### config.mk
export PLATFORM = sky130hd
export DESIGN_NAME = ilv_splitter
export DESIGN_NICKNAME = d
export VERILOG_FILES = /design/src/rtl/ilv_pkg.sv /design/src/rtl/ilv_addr_map.sv /design/src/rtl/ilv_rd_reorder.sv /design/src/rtl/ilv_wr_merge.sv /design/src/rtl/ilv_splitter.sv
export SDC_FILE = /design/constraint.sdc
export NUM_CORES = 1
export LEC_CHECK = 0
export ABC_AREA = 1
export BUFFER_PORTS_ARGS = -buffer_cell sky130_fd_sc_hd__buf_2
export CAP_MARGIN = 20
export CORE_ASPECT_RATIO = 0.75
export CORE_MARGIN = 1.5
export CORE_UTILIZATION = 50
export DETAILED_ROUTE_END_ITERATION = 6
export GPL_TIMING_DRIVEN = 0
export PLACE_DENSITY = 0.67
export SLEW_MARGIN = 10
export SYNTH_ARGS = -nofsm -noshare
export SYNTH_HDL_FRONTEND = slang
export SYNTH_HIERARCHICAL = 1
export SYNTH_SLANG_ARGS = --single-unit
### constraint.sdc
create_clock -name clk -period 4 [get_ports clk]
set_input_delay 0.8 -clock clk [delete_from_list [all_inputs] [get_ports clk]]
set_output_delay 0.8 -clock clk [all_outputs]
set_load 0.005 [all_outputs]
### src/rtl/ilv_pkg.sv
package ilv_pkg;

    typedef enum logic [1:0] {
        ST_IDLE,
        ST_ISSUE,
        ST_RD_DRAIN,
        ST_WR_WAIT
    } ilv_state_e;

    localparam logic [1:0] RSP_OKAY   = 2'd0;
    localparam logic [1:0] RSP_EXOKAY = 2'd1;
    localparam logic [1:0] RSP_SLVERR = 2'd2;
    localparam logic [1:0] RSP_DECERR = 2'd3;

    // Severity order matches the numeric order of the codes.
    function automatic logic [1:0] worse_resp(input logic [1:0] a, input logic [1:0] b);
        return (a > b) ? a : b;
    endfunction

endpackage

### src/rtl/ilv_addr_map.sv
module ilv_addr_map #(
    parameter int ADDR_W     = 64,
    parameter int NUM_CTRL   = 4,
    parameter int GRAN_BYTES = 64,
    parameter int BEAT_BYTES = 8,
    parameter int CNT_W      = 5,
    localparam int CTRL_W    = $clog2(NUM_CTRL)
) (
    input  logic [ADDR_W-1:0] addr,
    input  logic [CNT_W-1:0]  remain,
    output logic [CTRL_W-1:0] dest,
    output logic [ADDR_W-1:0] local_addr,
    output logic [CNT_W-1:0]  piece_beats,
    output logic              last_piece
);
    localparam int GRAN_SH = $clog2(GRAN_BYTES);
    localparam int BEAT_SH = $clog2(BEAT_BYTES);
    localparam int BPG     = GRAN_BYTES / BEAT_BYTES;

    logic [CNT_W-1:0] room;

    always_comb begin
        room        = CNT_W'(BPG) - CNT_W'(addr[GRAN_SH-1:BEAT_SH]);
        last_piece  = (remain <= room);
        piece_beats = last_piece ? remain : room;
        dest        = addr[GRAN_SH +: CTRL_W];
        local_addr  = {{CTRL_W{1'b0}}, addr[ADDR_W-1:GRAN_SH+CTRL_W], addr[GRAN_SH-1:0]};
    end

endmodule

### src/rtl/ilv_rd_reorder.sv
module ilv_rd_reorder #(
    parameter int DATA_W  = 64,
    parameter int LEN_W   = 4,
    parameter int SEQ_W   = 2,
    localparam int NBEATS = 1 << LEN_W,
    localparam int NSLOT  = 1 << SEQ_W
) (
    input  logic              clk,
    input  logic              rst_n,
    input  logic              clear,
    input  logic              base_we,
    input  logic [SEQ_W-1:0]  base_seq,
    input  logic [LEN_W-1:0]  base_val,
    input  logic              in_valid,
    input  logic [SEQ_W-1:0]  in_seq,
    input  logic [DATA_W-1:0] in_data,
    input  logic [1:0]        in_resp,
    input  logic [LEN_W-1:0]  last_idx,
    input  logic              out_ready,
    output logic              out_valid,
    output logic [DATA_W-1:0] out_data,
    output logic [1:0]        out_resp,
    output logic              out_last
);
    logic [LEN_W-1:0]  base_q [NSLOT];
    logic [LEN_W-1:0]  cnt_q  [NSLOT];
    logic [LEN_W-1:0]  head_q;
    logic              vld_q  [NBEATS];
    logic [DATA_W-1:0] data_q [NBEATS];
    logic [1:0]        resp_q [NBEATS];
    logic [LEN_W-1:0]  wr_idx;
    logic              fire;

    assign wr_idx    = base_q[in_seq] + cnt_q[in_seq];
    assign out_valid = vld_q[head_q];
    assign out_data  = data_q[head_q];
    assign out_resp  = resp_q[head_q];
    assign out_last  = (head_q == last_idx);
    assign fire      = out_valid && out_ready;

    always_ff @(posedge clk or negedge rst_n) begin
        if (!rst_n) begin
            for (int s = 0; s < NSLOT; s++) begin
                base_q[s] <= '0;
                cnt_q[s]  <= '0;
            end
        end else if (clear) begin
            for (int s = 0; s < NSLOT; s++) begin
                base_q[s] <= '0;
                cnt_q[s]  <= '0;
            end
        end else begin
            if (base_we)  base_q[base_seq] <= base_val;
            if (in_valid) cnt_q[in_seq]    <= cnt_q[in_seq] + 1'b1;
        end
    end

    always_ff @(posedge clk or negedge rst_n) begin
        if (!rst_n)      head_q <= '0;
        else if (clear)  head_q <= '0;
        else if (fire)   head_q <= head_q + 1'b1;
    end

    for (genvar g = 0; g < NBEATS; g++) begin : g_beat
        always_ff @(posedge clk or negedge rst_n) begin
            if (!rst_n)                                      vld_q[g] <= 1'b0;
            else if (clear)                                  vld_q[g] <= 1'b0;
            else if (in_valid && wr_idx == LEN_W'(g))        vld_q[g] <= 1'b1;
            else if (fire && head_q == LEN_W'(g))            vld_q[g] <= 1'b0;
        end

        always_ff @(posedge clk) begin
            if (in_valid && wr_idx == LEN_W'(g)) begin
                data_q[g] <= in_data;
                resp_q[g] <= in_resp;
            end
        end
    end

endmodule

### src/rtl/ilv_wr_merge.sv
module ilv_wr_merge #(
    parameter int CNT_W = 3
) (
    input  logic             clk,
    input  logic             rst_n,
    input  logic             clear,
    input  logic             in_valid,
    input  logic [1:0]       in_resp,
    output logic [CNT_W-1:0] count,
    output logic [1:0]       worst
);
    import ilv_pkg::*;

    always_ff @(posedge clk or negedge rst_n) begin
        if (!rst_n) begin
            count <= '0;
            worst <= RSP_OKAY;
        end else if (clear) begin
            count <= '0;
            worst <= RSP_OKAY;
        end else if (in_valid) begin
            count <= count + 1'b1;
            worst <= worse_resp(worst, in_resp);
        end
    end

endmodule

### src/rtl/ilv_splitter.sv
module ilv_splitter #(
    parameter int NUM_CTRL   = 4,
    parameter int GRAN_BYTES = 64,
    parameter int BEAT_BYTES = 8,
    parameter int LEN_W      = 4,
    parameter int DATA_W     = 64,
    localparam int ADDR_W     = 64,
    localparam int CTRL_W     = $clog2(NUM_CTRL),
    localparam int BPG        = GRAN_BYTES / BEAT_BYTES,
    localparam int MAX_BEATS  = 1 << LEN_W,
    localparam int MAX_PIECES = (MAX_BEATS + BPG - 1) / BPG + 1,
    localparam int SEQ_W      = $clog2(MAX_PIECES)
) (
    input  logic              clk,
    input  logic              rst_n,
    input  logic              cmd_valid,
    output logic              cmd_ready,
    input  logic              cmd_write,
    input  logic [ADDR_W-1:0] cmd_addr,
    input  logic [LEN_W-1:0]  cmd_len,
    output logic              sub_valid,
    input  logic              sub_ready,
    output logic              sub_write,
    output logic [CTRL_W-1:0] sub_dest,
    output logic [ADDR_W-1:0] sub_addr,
    output logic [LEN_W-1:0]  sub_len,
    output logic [SEQ_W-1:0]  sub_seq,
    input  logic              rd_valid,
    input  logic [SEQ_W-1:0]  rd_seq,
    input  logic [DATA_W-1:0] rd_data,
    input  logic [1:0]        rd_resp,
    input  logic              wr_valid,
    input  logic [1:0]        wr_resp,
    output logic              m_rvalid,
    input  logic              m_rready,
    output logic [DATA_W-1:0] m_rdata,
    output logic [1:0]        m_rresp,
    output logic              m_rlast,
    output logic              m_bvalid,
    input  logic              m_bready,
    output logic [1:0]        m_bresp
);
    import ilv_pkg::*;

    localparam int BEAT_SH = $clog2(BEAT_BYTES);
    localparam int LOG_BPG = $clog2(BPG);
    localparam int CNT_W   = ((LEN_W > LOG_BPG) ? LEN_W : LOG_BPG) + 1;
    localparam int PCNT_W  = SEQ_W + 1;

    ilv_state_e        state_q, state_d;
    logic [ADDR_W-1:0] cur_addr_q;
    logic [CNT_W-1:0]  remain_q;
    logic [LEN_W-1:0]  beat_off_q;
    logic [PCNT_W-1:0] seq_cnt_q;
    logic              is_wr_q;
    logic [LEN_W-1:0]  last_idx_q;

    logic [CTRL_W-1:0] map_dest;
    logic [ADDR_W-1:0] map_local;
    logic [CNT_W-1:0]  map_beats;
    logic              map_last;

    logic              accept;
    logic              issue_fire;
    logic              ro_valid;
    logic              ro_last;
    logic              rd_gate;
    logic              rd_done;
    logic [PCNT_W-1:0] wr_count;
    logic [1:0]        wr_worst;

    // Address decomposition for the piece at the current cursor.
    ilv_addr_map #(
        .ADDR_W     (ADDR_W),
        .NUM_CTRL   (NUM_CTRL),
        .GRAN_BYTES (GRAN_BYTES),
        .BEAT_BYTES (BEAT_BYTES),
        .CNT_W      (CNT_W)
    ) u_map (
        .addr        (cur_addr_q),
        .remain      (remain_q),
        .dest        (map_dest),
        .local_addr  (map_local),
        .piece_beats (map_beats),
        .last_piece  (map_last)
    );

    // Read beat reordering by burst position.
    ilv_rd_reorder #(
        .DATA_W (DATA_W),
        .LEN_W  (LEN_W),
        .SEQ_W  (SEQ_W)
    ) u_reorder (
        .clk       (clk),
        .rst_n     (rst_n),
        .clear     (accept),
        .base_we   (issue_fire),
        .base_seq  (seq_cnt_q[SEQ_W-1:0]),
        .base_val  (beat_off_q),
        .in_valid  (rd_valid),
        .in_seq    (rd_seq),
        .in_data   (rd_data),
        .in_resp   (rd_resp),
        .last_idx  (last_idx_q),
        .out_ready (m_rready && rd_gate),
        .out_valid (ro_valid),
        .out_data  (m_rdata),
        .out_resp  (m_rresp),
        .out_last  (ro_last)
    );

    // Write completion counting and severity merge.
    ilv_wr_merge #(
        .CNT_W (PCNT_W)
    ) u_merge (
        .clk      (clk),
        .rst_n    (rst_n),
        .clear    (accept),
        .in_valid (wr_valid),
        .in_resp  (wr_resp),
        .count    (wr_count),
        .worst    (wr_worst)
    );

    assign accept     = (state_q == ST_IDLE) && cmd_valid;
    assign issue_fire = (state_q == ST_ISSUE) && sub_ready;
    assign rd_gate    = !is_wr_q && ((state_q == ST_ISSUE) || (state_q == ST_RD_DRAIN));
    assign rd_done    = m_rvalid && m_rready && m_rlast;

    // State register.
    always_ff @(posedge clk or negedge rst_n) begin
        if (!rst_n) state_q <= ST_IDLE;
        else        state_q <= state_d;
    end

    // Next-state logic.
    always_comb begin
        state_d = state_q;
        unique case (state_q)
            ST_IDLE:     if (cmd_valid) state_d = ST_ISSUE;
            ST_ISSUE:    if (issue_fire && map_last) state_d = is_wr_q ? ST_WR_WAIT : ST_RD_DRAIN;
            ST_RD_DRAIN: if (rd_done) state_d = ST_IDLE;
            ST_WR_WAIT:  if (m_bvalid && m_bready) state_d = ST_IDLE;
            default:     state_d = ST_IDLE;
        endcase
    end

    // Outputs.
    always_comb begin
        cmd_ready = (state_q == ST_IDLE);
        sub_valid = (state_q == ST_ISSUE);
        sub_write = is_wr_q;
        sub_dest  = map_dest;
        sub_addr  = map_local;
        sub_len   = LEN_W'(map_beats - 1'b1);
        sub_seq   = seq_cnt_q[SEQ_W-1:0];
        m_rvalid  = ro_valid && rd_gate;
        m_rlast   = ro_last && m_rvalid;
        m_bvalid  = (state_q == ST_WR_WAIT) && (wr_count == seq_cnt_q);
        m_bresp   = wr_worst;
    end

    // Burst cursor.
    always_ff @(posedge clk or negedge rst_n) begin
        if (!rst_n) begin
            cur_addr_q <= '0;
            remain_q   <= '0;
            beat_off_q <= '0;
            seq_cnt_q  <= '0;
            is_wr_q    <= 1'b0;
            last_idx_q <= '0;
        end else if (accept) begin
            cur_addr_q <= cmd_addr;
            remain_q   <= CNT_W'(cmd_len) + 1'b1;
            beat_off_q <= '0;
            seq_cnt_q  <= '0;
            is_wr_q    <= cmd_write;
            last_idx_q <= cmd_len;
        end else if (issue_fire) begin
            cur_addr_q <= cur_addr_q + (ADDR_W'(map_beats) << BEAT_SH);
            remain_q   <= remain_q - map_beats;
            beat_off_q <= beat_off_q + LEN_W'(map_beats);
            seq_cnt_q  <= seq_cnt_q + 1'b1;
        end
    end

endmodule

==> results.txt <==
Critical Path Stages - 8
critical path type - reg -> out
commonest non-fill, non-tap cell in the layout - edfxtp_1
final net count - 5175
area of the core - 101200 um2
CTS sink cnt - 1196
worst slew pin tran - 1039 ps
R2R cell count - 11
Final Power - 43.62 mW
RSZ-0062 raised after global routing - yes
Fmax - 0.2521 GHz
vias in the first global route - 34880
Synth Instances - 4530
Netlist cell types - 53
setup_tns - 0 ps
final hold vios - 0
drt drc - 0
mean area per synthesized cell - 11.28 um2
sequential share of the synthesized area - 68.92%
WL final - 158.0 mm
Die Span Y - 279.8 um
multiplexer share of the synthesized area - 0%
Die W - 372.1 um
Final Util - 58.47%
Clock Root Buffer - clkbuf_16
HP Start - cmd_addr[0]
Relative slew margins - 30.74%
Overflow after GRT - 0
CTS Buffer Depth - 3
DP Worst Slack - -839.3 ps
first-pass GRT wire length - 228.9 mm
num ports - 293
main combinational cell family by area after synthesis - simple AND/OR/NAND/NOR gates
Worst-Skew Late Latency - 750 ps
DP Wirelength - 107.7 mm
top cell family by delay on the critical path - buffers and inverters
crit path max fanout - 10
Critical Path, Cell by Cell - clkinv_1, buf_2, clkbuf_2, o21ai_0, o22ai_1, nand2_1, nand4_1, buf_2
commonest cells after routing, fill and taps aside - 1056 x edfxtp_1, 745 x nand2_1, 666 x nor2_1
fin. max-slew vios - 0
total global-route track usage - 29.84%
CP Capture Type - output pin
Post-Synth Adder-Cell Area - 1.014%
Critical Path RT - 3200 ps
hold_ws - 253.6 ps
die footprint - 104100 um2
period utilization - 99.18%
Post-synth EDFFs - 1056
port bufs - 290
area share of and/or/nand/nor cells after synthesis - 14.59%
P&R area growth vs syn - 15.84%
fraction of layout cells with a size suffix above 1 - 17.60%
largest net degree at the start of global routing - 96
CP peak stage delay - 470 ps
CP Launch Point - u_reorder/head_q[1]
Detail Route Antenna Nets - 0
Synth async-reset ratio - 11.71%
Worst Setup Start Kind - flop
CTS tree - done
Slowest cell on crit path - buf_2
leakage - 21.57 nW
minimum clock period - 3967 ps
DRT Pass-1 Iters - 6
clk_skew - 36.44 ps
Hold Path Cell Cnt - 3
GPL Wtd Cong - 0.9653
final setup fails - 0
clk slew on worst S/H paths - 60 ps
initial DRC count - 4808
final worst slack - 32.83 ps
Hold Crit Class - in -> reg
crit path DAT - 3170 ps
Worst IR Drop VDD - 434.2 uV
max-cap violation count - 0
status - finished, final reports clean
YS warnings - 6
Initial Utilization - 50.47%
initial antenna violation count - 7
Compound-Gate Fraction of Synth Area - 10.31%
cell mode on critical path - buf_2
flops & latches, synth - 1196
Pwr Density - 737.1 nW/um2
CTS buffer count - 111
Vias - 37960
routed len/inst - 24.59 um
Worst R2R Start - u_reorder/cnt_q[0]
Synth Area in XOR/XNOR - 0.3918%
# rows - 101
synthesized area - 51090 um2
dominant synthesized flop cell - edfxtp_1
worst path buffer plus inverter count - 4
vias per inst - 5.909
H-tree Lvls - 3
state kept, by name, indices dropped and copies added (netlist names):
name              count
u_reorder/resp_q     32
beat_off_q            4
u_reorder/cnt_q      16
last_idx_q            4
u_merge/count         3
u_reorder/base_q     16
u_reorder/data_q   1024
state_q               2
u_reorder/vld_q      16
cur_addr_q           64
seq_cnt_q             3
u_reorder/head_q      4
sub_write             1
u_merge/worst         2
remain_q              5
Yosys cell counts, drive strengths merged (5+ instances only):
cell | count | share of area [%]
edfxtp | 1056 | 62
nand2 | 782 | 5.9
nor2 | 700 | 5.3
o21ai | 607 | 6.0
o22ai | 276 | 3.4
inv | 221 | 1.6
nand3 | 187 | 1.9
buf | 158 | 2.0
clkbuf | 152 | 1.1
dfrtp | 140 | 6.9
nand4 | 81 | 0.99
ha | 35 | 0.86
a21oi | 32 | 0.35
xor2 | 12 | 0.22
nor3 | 11 | 0.12
o211ai | 11 | 0.16
xnor2 | 10 | 0.17
and2 | 9 | 0.11
nand3b | 9 | 0.13
a22oi | 7 | 0.10
a22o | 5 | 0.086
o21bai | 5 | 0.073
worst paths after layout:
check / endpoint / slack [ps]
min in group asynchronous: beat_off_q[0] / 570
setup reg to reg: u_reorder/data_q[8][43] / 130
setup / recovery: m_rdata[17] / 30
hold reg to reg: cur_addr_q[2] / 490
hold / removal: cur_addr_q[0] / 250
max in group asynchronous: cur_addr_q[58] / 2560
worst register-to-register path: stages, from the launching register on:
cell        delay (ps)
dfrtp_1            360
inv_1               60
nor2_1              50
a21oi_1            150
nand2_2            150
ha_1               270
fa_1               580
nor3_1             520
nand3_1            250
clkinvlp_4         600
buf_12             290
buf_12             240
area by class of cell:
class,instances,area [um2]
sequential,1196,35220
multi-input combinational,2802,13610
timing repair inverter,2,12.51
clock buffer,134,2885
timing repair buffer,342,2295
fill,8322,42040
inverter,224,908.4
tap,1339,1675
buffer,310,1804
clock inverter,69,757.0
antenna,7,17.52
kinds of logic after synthesis:
logic type,after synthesis
AND/OR/NAND/NOR,1786
flip-flops,1196
AO/OA/AOI/OAI,952
buffers and inverters,534
adder cells (fa/ha/maj),39
XOR/XNOR,22
other,1
layer usage:
metal,up-vias,global-route usage (%),wire (um)
met2,2161,43.02,68260
met4,4,8.662,4392
met3,248,6.045,18000
met1,18620,45.63,67320
met5,-,0,27
li1,16930,-,-
per-stage QoR:
stage               std cells  area, um2
floorplan                4532      51170
CTS                      6406      58860
detailed placement       6195      55000
global placement         6161      54290
global route             6422      59180
finish                   6425      59180
report_power, final:
part           switching, mW  internal, mW
registers              0.956          15.2
logic                   11.4          5.41
clock network           4.77          5.94
timing repair:
action                                 CTS  global route
setup endpoints to repair              106           171
endpoints found under the hold margin   45             0
hold buffers                             1             0
gates resized for setup                 90           135
pin swaps                                1            10
setup buffers                            6            11
cloned                                   1             1
Power figures use the tool's default switching activity.
